==> config.mk <==
export PLATFORM = sky130hd
export DESIGN_NAME = ext_irq_latch
export DESIGN_NICKNAME = d
export VERILOG_FILES = /design/src/rtl/eil_pkg.sv /design/src/rtl/eil_sync.sv /design/src/rtl/eil_edge_det.sv /design/src/rtl/eil_port_latch.sv /design/src/rtl/ext_irq_latch.sv
export SDC_FILE = /design/constraint.sdc
export NUM_CORES = 1
export LEC_CHECK = 0
export BUFFER_PORTS_ARGS = -buffer_cell sky130_fd_sc_hd__buf_2
export CAP_MARGIN = 10
export CORE_MARGIN = 4
export CORE_UTILIZATION = 45
export CTS_CLUSTER_DIAMETER = 200
export DETAILED_ROUTE_END_ITERATION = 8
export GPL_TIMING_DRIVEN = 0
export MAX_ROUTING_LAYER = met4
export PLACE_DENSITY = 0.69
export SLEW_MARGIN = 20
export SYNTH_ARGS = -nofsm -noshare
export SYNTH_HDL_FRONTEND = slang
export SYNTH_SLANG_ARGS = --single-unit
export TNS_END_PERCENT = 100
==> constraint.sdc <==
create_clock -name clk -period 2.3 [get_ports clk]
set_clock_uncertainty 0.2 [all_clocks]
set_input_delay 0.23 -clock clk [delete_from_list [all_inputs] [get_ports clk]]
set_output_delay 0.23 -clock clk [all_outputs]
set_load 0.1 [all_outputs]
==> src/rtl/eil_pkg.sv <==
`timescale 1ns/1ps
package eil_pkg;
   // control register field positions (software-visible layout)
   localparam int CTRL_POL_BIT    = 0;
   localparam int CTRL_LATCH_BIT  = 1;
   localparam int CTRL_HOSTEN_BIT = 2;
   localparam int CTRL_DIR_LSB    = 3;
   // register addresses
   localparam int ADDR_CTRL  = 0;
   localparam int ADDR_STAT  = 1;
   localparam int ADDR_HOLD0 = 2;
   localparam int STAT_FLAG_BIT = 0;
endpackage

==> src/rtl/eil_sync.sv <==
`timescale 1ns/1ps
module eil_sync #(
   parameter int WIDTH  = 2,
   parameter int STAGES = 2
) (
   input  logic             clk,
   input  logic             rst_n,
   input  logic [WIDTH-1:0] d,
   output logic [WIDTH-1:0] q
);
   generate
      if (STAGES < 2) begin : g_bad_stages
         $error("eil_sync: STAGES must be at least 2");
      end
      if (WIDTH < 1) begin : g_bad_width
         $error("eil_sync: WIDTH must be at least 1");
      end
   endgenerate

   logic [WIDTH-1:0] chain [STAGES];

   always_ff @(posedge clk) begin
      if (!rst_n) begin
         for (int i = 0; i < STAGES; i++) chain[i] <= '0;
      end else begin
         chain[0] <= d;
         for (int i = 1; i < STAGES; i++) chain[i] <= chain[i-1];
      end
   end

   assign q = chain[STAGES-1];
endmodule

==> src/rtl/eil_edge_det.sv <==
`timescale 1ns/1ps
module eil_edge_det (
   input  logic clk,
   input  logic rst_n,
   input  logic req_s,      // synchronized request
   input  logic en_n_s,     // synchronized enable, active low
   input  logic edge_sel,   // 0 rising, 1 falling
   input  logic pol_wr,     // polarity register written this cycle
   input  logic pol_new,    // value being written
   output logic trig
);
   logic lvl;
   logic prev_q;

   // normalise so that the selected edge is always a 0->1 step of lvl
   assign lvl  = req_s ^ edge_sel;
   assign trig = lvl & ~prev_q & ~en_n_s;

   always_ff @(posedge clk) begin
      if (!rst_n)      prev_q <= 1'b0;
      else if (pol_wr) prev_q <= req_s ^ pol_new;  // reload: no step from polarity change
      else             prev_q <= lvl;
   end

   // a trigger only while the enable is asserted
   assert_trig_needs_enable_R4: assert property (@(posedge clk) disable iff (!rst_n)
      trig |-> !en_n_s);
   // the request level after a trigger matches the selected edge
   assert_trig_level_R2_R3: assert property (@(posedge clk) disable iff (!rst_n)
      trig |-> (req_s == ~edge_sel));
   // with a steady request, a polarity write produces no trigger next cycle
   assert_no_pol_glitch_R9: assert property (@(posedge clk) disable iff (!rst_n)
      (pol_wr && !trig) ##1 $stable(req_s) |-> !trig);
endmodule

==> src/rtl/eil_port_latch.sv <==
`timescale 1ns/1ps
module eil_port_latch #(
   parameter int PORT_W    = 8,
   parameter int NUM_PORTS = 3
) (
   input  logic                          clk,
   input  logic                          rst_n,
   input  logic                          cap,
   input  logic [NUM_PORTS-1:0]          dir_in,
   input  logic [NUM_PORTS*PORT_W-1:0]   data,
   output logic [NUM_PORTS*PORT_W-1:0]   hold
);
   genvar g;
   generate
      for (g = 0; g < NUM_PORTS; g++) begin : g_port
         always_ff @(posedge clk) begin
            if (!rst_n)                hold[g*PORT_W +: PORT_W] <= '0;
            else if (cap && dir_in[g]) hold[g*PORT_W +: PORT_W] <= data[g*PORT_W +: PORT_W];
         end

         // an input port captures the pin values on a capture event
         assert_capture_R7: assert property (@(posedge clk) disable iff (!rst_n)
            (cap && dir_in[g]) |=> hold[g*PORT_W +: PORT_W] == $past(data[g*PORT_W +: PORT_W]));
         // no capture for this port means its holding value is kept
         assert_keep_R8: assert property (@(posedge clk) disable iff (!rst_n)
            !(cap && dir_in[g]) |=> $stable(hold[g*PORT_W +: PORT_W]));
      end
   endgenerate
endmodule

==> src/rtl/ext_irq_latch.sv <==
`timescale 1ns/1ps
module ext_irq_latch
   import eil_pkg::*;
#(
   parameter int PORT_W      = 8,
   parameter int NUM_PORTS   = 3,
   parameter int SYNC_STAGES = 2,
   parameter int ADDR_W      = $clog2(NUM_PORTS + ADDR_HOLD0)
) (
   input  logic                        clk,
   input  logic                        rst_n,
   input  logic                        req_pin,
   input  logic                        en_n_pin,
   input  logic [NUM_PORTS*PORT_W-1:0] port_in,
   input  logic                        wr_en,
   input  logic [ADDR_W-1:0]           wr_addr,
   input  logic [PORT_W-1:0]           wr_data,
   input  logic [ADDR_W-1:0]           rd_addr,
   output logic [PORT_W-1:0]           rd_data,
   output logic                        host_irq
);
   localparam int CTRL_USED = CTRL_DIR_LSB + NUM_PORTS;
   localparam int NUM_REGS  = ADDR_HOLD0 + NUM_PORTS;

   generate
      if (CTRL_USED > PORT_W) begin : g_bad_ctrl
         $error("ext_irq_latch: control fields do not fit in PORT_W");
      end
      if ((1 << ADDR_W) < NUM_REGS) begin : g_bad_addr
         $error("ext_irq_latch: ADDR_W too small for register map");
      end
      if (NUM_PORTS < 1) begin : g_bad_ports
         $error("ext_irq_latch: NUM_PORTS must be at least 1");
      end
   endgenerate

   // ---------------- control / status registers ----------------
   logic                 pol_q, latch_q, hosten_q, flag_q;
   logic [NUM_PORTS-1:0] dir_q;
   logic                 wr_ctrl, wr_clr;
   logic                 req_s, en_n_s, trig;
   logic [NUM_PORTS*PORT_W-1:0] hold;
   logic                 unused_wr;

   assign wr_ctrl   = wr_en && (int'(wr_addr) == ADDR_CTRL);
   assign wr_clr    = wr_en && (int'(wr_addr) == ADDR_STAT) && wr_data[STAT_FLAG_BIT];
   assign unused_wr = ^wr_data;

   always_ff @(posedge clk) begin
      if (!rst_n) begin
         pol_q    <= 1'b0;
         latch_q  <= 1'b0;
         hosten_q <= 1'b0;
         dir_q    <= '0;
      end else if (wr_ctrl) begin
         pol_q    <= wr_data[CTRL_POL_BIT];
         latch_q  <= wr_data[CTRL_LATCH_BIT];
         hosten_q <= wr_data[CTRL_HOSTEN_BIT];
         dir_q    <= wr_data[CTRL_DIR_LSB +: NUM_PORTS];
      end
   end

   // ---------------- input conditioning ----------------
   eil_sync #(.WIDTH(2), .STAGES(SYNC_STAGES)) sync_i (
      .clk   (clk),
      .rst_n (rst_n),
      .d     ({en_n_pin, req_pin}),
      .q     ({en_n_s, req_s})
   );

   eil_edge_det edge_i (
      .clk      (clk),
      .rst_n    (rst_n),
      .req_s    (req_s),
      .en_n_s   (en_n_s),
      .edge_sel (pol_q),
      .pol_wr   (wr_ctrl),
      .pol_new  (wr_data[CTRL_POL_BIT]),
      .trig     (trig)
   );

   // ---------------- sticky flag: set has priority over clear ----------------
   always_ff @(posedge clk) begin
      if (!rst_n)      flag_q <= 1'b0;
      else if (trig)   flag_q <= 1'b1;
      else if (wr_clr) flag_q <= 1'b0;
   end

   assign host_irq = flag_q & hosten_q;

   // ---------------- port capture ----------------
   eil_port_latch #(.PORT_W(PORT_W), .NUM_PORTS(NUM_PORTS)) latch_i (
      .clk    (clk),
      .rst_n  (rst_n),
      .cap    (trig & latch_q),
      .dir_in (dir_q),
      .data   (port_in),
      .hold   (hold)
   );

   // ---------------- read mux ----------------
   always_comb begin
      rd_data = '0;
      if (int'(rd_addr) == ADDR_CTRL) begin
         rd_data[CTRL_POL_BIT]                = pol_q;
         rd_data[CTRL_LATCH_BIT]              = latch_q;
         rd_data[CTRL_HOSTEN_BIT]             = hosten_q;
         rd_data[CTRL_DIR_LSB +: NUM_PORTS]   = dir_q;
      end else if (int'(rd_addr) == ADDR_STAT) begin
         rd_data[STAT_FLAG_BIT] = flag_q;
      end
      for (int i = 0; i < NUM_PORTS; i++) begin
         if (int'(rd_addr) == ADDR_HOLD0 + i) rd_data = hold[i*PORT_W +: PORT_W];
      end
   end

   // ---------------- assertions ----------------
   // a trigger always leaves the flag set, whatever else is written
   assert_flag_set_R6: assert property (@(posedge clk) disable iff (!rst_n)
      trig |=> flag_q);
   // a clearing write with no trigger drops the flag
   assert_flag_clear_R5: assert property (@(posedge clk) disable iff (!rst_n)
      (wr_clr && !trig) |=> !flag_q);
   // without a clearing write the flag never falls
   assert_flag_sticky_R5: assert property (@(posedge clk) disable iff (!rst_n)
      (flag_q && !wr_clr) |=> flag_q);
   // the host line cannot rise without the flag being set
   assert_host_follows_flag_R10: assert property (@(posedge clk) disable iff (!rst_n)
      (!flag_q && !trig) |=> !host_irq);
endmodule

### Word level (Yosys, flattened, before mapping)

Memory sizes are Yosys's and may differ from the RTL's.
Cells that the tools add are included.

* bits in writable memories: 4
* input bits: 43
* bits in latches: 0
* ROM bits: 0
* logic and storage cells: 47
* bits in registers: 32
* memories kept: 1
* output and inout bits: 9

* multiplexer cells: 13
* magnitude comparators: 0
* $add $sub $neg: 0
* equality and inequality tests: 5
* $mul: 0
* reduce and logical (&&, ||, !) cells: 9
* shift-type cells: 0
* div/mod/pow operators: 0
* bitwise logic cells: 10

Memories
* sync_i.chain: depth 2, width 2, read ports 2, clocked after Yosys merged registers in 0, wr ports 2, RTL line eil_sync.sv:20 `logic [WIDTH-1:0] chain [STAGES];`

Operators with widths (count)
* $mux 8: 3
* $eq 3x3->1 const B: 3
* $mux 1: 7
* $eq 3x2->1 const B: 2
* $logic_and 1x1->1: 6
* $logic_not 3->1: 2
* $mux 5: 1
* $and 1x1->1: 4
* $mux 2: 2
* $not 1->1: 2
* $or 1x1->1: 2
* $reduce_bool 2->1: 1
* $xor 1x1->1: 2

### Logic depth before layout (Yosys ltp)

* depth after elaboration: 6
* gate-level depth with buffers: 5
* gate-level depth less buffers: 3

### Cells and area by module

A second synthesis with hierarchy kept.

* cells, all modules: 197
* area, all modules: 1834.3 um^2

Modules (own cells, without submodules)
* eil_port_latch: seq. area each 480.5 um^2, times used 1, area each 1074.8 um^2, cells each 113
* ext_irq_latch: seq. area each 140.1 um^2, times used 1, area each 570.5 um^2, cells each 67
* eil_sync: seq. area each 80.1 um^2, times used 1, area each 120.1 um^2, cells each 10
* eil_edge_det: seq. area each 20.0 um^2, times used 1, area each 68.8 um^2, cells each 7

### Least setup slack after synthesis

OpenSTA, ideal clock, no wires.

* path kind: input port to output port
* start: in rd_addr[1]
* end: out rd_data[6]
* path buffers: 1
* data arrival time: 3104 ps
* cell stages on the path: 4
* path slack: -1234 ps
* required time: 1870 ps
* path through: clkbuf_1 nor2b_1 a22oi_1 o21ai_0

* longest elaborated chain between the ends: 4
* elaborated cells between the ends (all ways): 6
* classes of those cells: eq/ne: 3; mux: 3

RTL lines
* from (decl): RTL line ext_irq_latch.sv:18 `input logic [ADDR_W-1:0] rd_addr,`
* $eq 3x3->1: RTL line ext_irq_latch.sv:113 `if (int'(rd_addr) == ADDR_HOLD0 + i) rd_data = hold[i*PORT_W +: PORT_W];`
* $mux 8 (2 in a row): RTL line ext_irq_latch.sv:113
* $mux 8 *: RTL line ext_irq_latch.sv:113
* to (decl): RTL line ext_irq_latch.sv:19 `output logic [PORT_W-1:0] rd_data,`

Every way passes the cells marked *; elsewhere a longest branch is shown, timed or not.

### Worst setup path after layout

* start: in rd_addr[2]
* end: out rd_data[0]

* longest elaborated chain between the ends: 6
* elaborated cells between the ends (all ways): 10
* classes of those cells: eq/ne: 4; mux: 5; reduce/logical: 1

RTL lines
* $eq 3x2->1: RTL line ext_irq_latch.sv:109 `end else if (int'(rd_addr) == ADDR_STAT) begin`
* $mux 1: RTL line ext_irq_latch.sv:109
* $mux 1: RTL line ext_irq_latch.sv:104 `if (int'(rd_addr) == ADDR_CTRL) begin`
* $mux 8 (2 in a row): RTL line ext_irq_latch.sv:113
* $mux 8 *: RTL line ext_irq_latch.sv:113

Marked as above.

==> flow_summary.toml <==
[sta]
worst_pin_slew_ns = 0.769
tns_ns = 0
finalCritPeriodShare_pct = 90.7
setup_violations = 0
period_minus_slack_ns = 2.09
rsz0062_at_grt = "false"
clock.fmax_mhz = 479
slew_viol_final = 0
relSlewSlack_pct = 48.3
hold_violations = 0
fin_ws_ns = 0.214

[global_route]
grt_use_total_pct = 18.7
antenna_found_initial = 0
grt_pass1_wl_mm = 7.15
gr-total-overflow = 0
grt_max_degree = 12
grt_pass1_vias = 1586

[detailed_routing]
drt_iter0_markers = 90
via_count = 1537
postRouteAntennaNets = 0
wl_met2_mm = 1.95
maxUsedRoutingLayer = "met4"
wl_per_cell_um = 13.2
routed-wl-met3_um = 232
wl_met1_mm = 1.89
drt_first_pass_iters = 4
route.detailed.drc = 0
wirelength_mm = 4.15
viasPerCell = 4.88

[die]
io_pins = 52
die_y_um = 69.9
die_w_um = 69.9
fp.coreArea_sq_mm = 0.00369
die-area_sq_mm = 0.00488
rows = 22
initial_core_util_pct = 46.7

[outcome]
status = "finished, final reports clean"

[logic_synthesis]
ys_types = 23
synth_edf_count = 0
synthMuxAreaShare_pct = 21.5
async_reset_ff_share_pct = 0
yosysTopAreaCell = "dfxtp_1"
synth_area_leaders = "dfxtp_1 42%, mux2i_1 22%, nand2_1 13%, nor4_4 3.7%, nor2b_1 2.9%"
syn_area_per_cell_sq_um = 9.11
synth_top_family_by_area = "simple AND/OR/NAND/NOR gates"
syn_inst = 189
yosys.area.top_type_share_pct = 41.9
syn_area_sq_mm = 0.00172
ys.flop_type = "dfxtp_1"
ys_seq_elements = 36
synth_xor_xnor_area_share_pct = 0.945
seq_area_frac_synth_pct = 41.9
synth_nets = 232
synth-simple-area-share_pct = 25.4
yosysWarnings = 0
synth_compound_area_share_pct = 7.63
synth_fa_ha_area_share_pct = 0

[cts]
cts_sinks = 36
numCtsBuffers = 5
clk_path_buf_depth = 2
cts-root-buf = "clkbuf_8"
cts_htree_levels = 2
clkTransAtPathRegs_ns = 0.07
cts_tree = "yes"
clock_latency_ns = 0.29

[setup_path]
rrSetupSlack_ns = 0.47
required_ns = 1.87
crit_path_start_kind = "input port"
crit_fanout = 10
crit_path_end_kind = "primary output"
crit_type = "input port to primary output"
cp.arrival_ns = 1.66

[layout]
fillers = 342
final_util_pct = 64.6
multiInputGateArea_sq_um = 983
layout_commonest_cell = "nand2_1"
nets = 309
regArea_sq_um = 721
diodes = 0
layout_common_cells = "58 x nand2_1, 46 x buf_2, 37 x mux2i_1"
layout-drive-gt1-share_pct = 25.8
area_growth_pct = 38.3

[placement]
post-place-ws_ns = 0.0589
gp_congestion = 0.739
port_buffers = 45
dp_hpwl_mm = 3.03

[pwr]
seqPwrFrac_pct = 51.2
power.density_mw_per_mm2 = 525
swShare_pct = 24.1
power_uw = 1250
p_int_uw = 949
ir_drop_mv = 0.465
power.switching_uw = 301
p_comb_share_pct = 12.2
pwr-share-clk_pct = 36.6
p_leak_uw = 0.000930

[job]
max_cap_violations = 0

[worst_hold_path]
hold_path_class = "input port to flip-flop"
[sequential cells by signal, summed over array words and instances, names as in the netlist]
signal	cells
latch_i.hold	24
sync_i.chain	4
dir_q	3
edge_i.prev_q	1
flag_q	1
hosten_q	1
latch_q	1
pol_q	1
[logic make-up after synthesis]
kind of cell,Yosys count
muxes,37
and+or+nand+nor,84
AOI/OAI and AO/OA,19
xor gates and xnor gates,1
DFF,36
buffers and inverters,12
[repair_timing]
item                       4_1_cts  5_1_grt
setup buffers                    0        0
hold buffers                    25        0
resized for setup                0        5
setup endpoints to repair        0        7
hold endpoints to repair        25        0
[routing by layer]
layer	up-vias	GRT usage, %
li1	805	-
met3	8	4.03
met4	0	6.38
met1	684	23.5
met5	-	-
met2	40	29.8
[Yosys cell counts (2+ instances only)]
library cell and n:
nand4b_1 2, nor2b_1 8, nand2_1 58, o21ai_0 8, nor4b_1 2, a2bb2oi_1 5, nor4_4 3, dfxtp_1 36
a22oi_1 2, mux2i_1 37, and2_1 5, nand3b_1 2, clkbuf_1 11
[metrics by stage]
stage                     hold WS (ns)  cell area (sq um)  cells
after floorplan                  0.157               1750    189
after global placement           0.214               2030    282
after detailed placement         0.218               2030    282
after CTS                      0.00146               2380    315
after global routing            0.0247               2380    315
final                          0.00302               2380    315
[final timing paths]
path / end / cells past startpoint / from
worst min-delay path: latch_i.hold[8] / 3 / port_in[8]
worst max register to register: latch_i.hold[12] / 3 / pol_q
worst min register to register: sync_i.chain[0][3] / 1 / sync_i.chain[0][1]
worst max-delay path: rd_data[0] / 5 / rd_addr[2]
[critical path, cell delays in order]
cell and delay (ns):
clkbuf_1 0.37, nor2b_1 0.33, o2bb2ai_1 0.16, o21a_1 0.14
buf_2 0.43
[power by group through the flow]
stage	combinational (uW)	sequential [uW]	clock, uW
3_3_place_gp	118	654	0
6_report	152	640	457
4_1_cts	152	640	470
2_1_floorplan	72.5	652	0
3_5_place_dp	119	654	0
5_1_grt	169	640	494
[cell type report]
| type | instances | share of cell area (%) |
|---|---|---|
| tap | 48 | 2.52 |
| buffer | 12 | 2.05 |
| sequential | 36 | 30.3 |
| multi-input combinational | 141 | 41.3 |
| clock buffer | 6 | 3.47 |
| clock inverter | 2 | 0.420 |
| timing repair buffer | 70 | 20.0 |
Power figures use the tool's default switching activity.
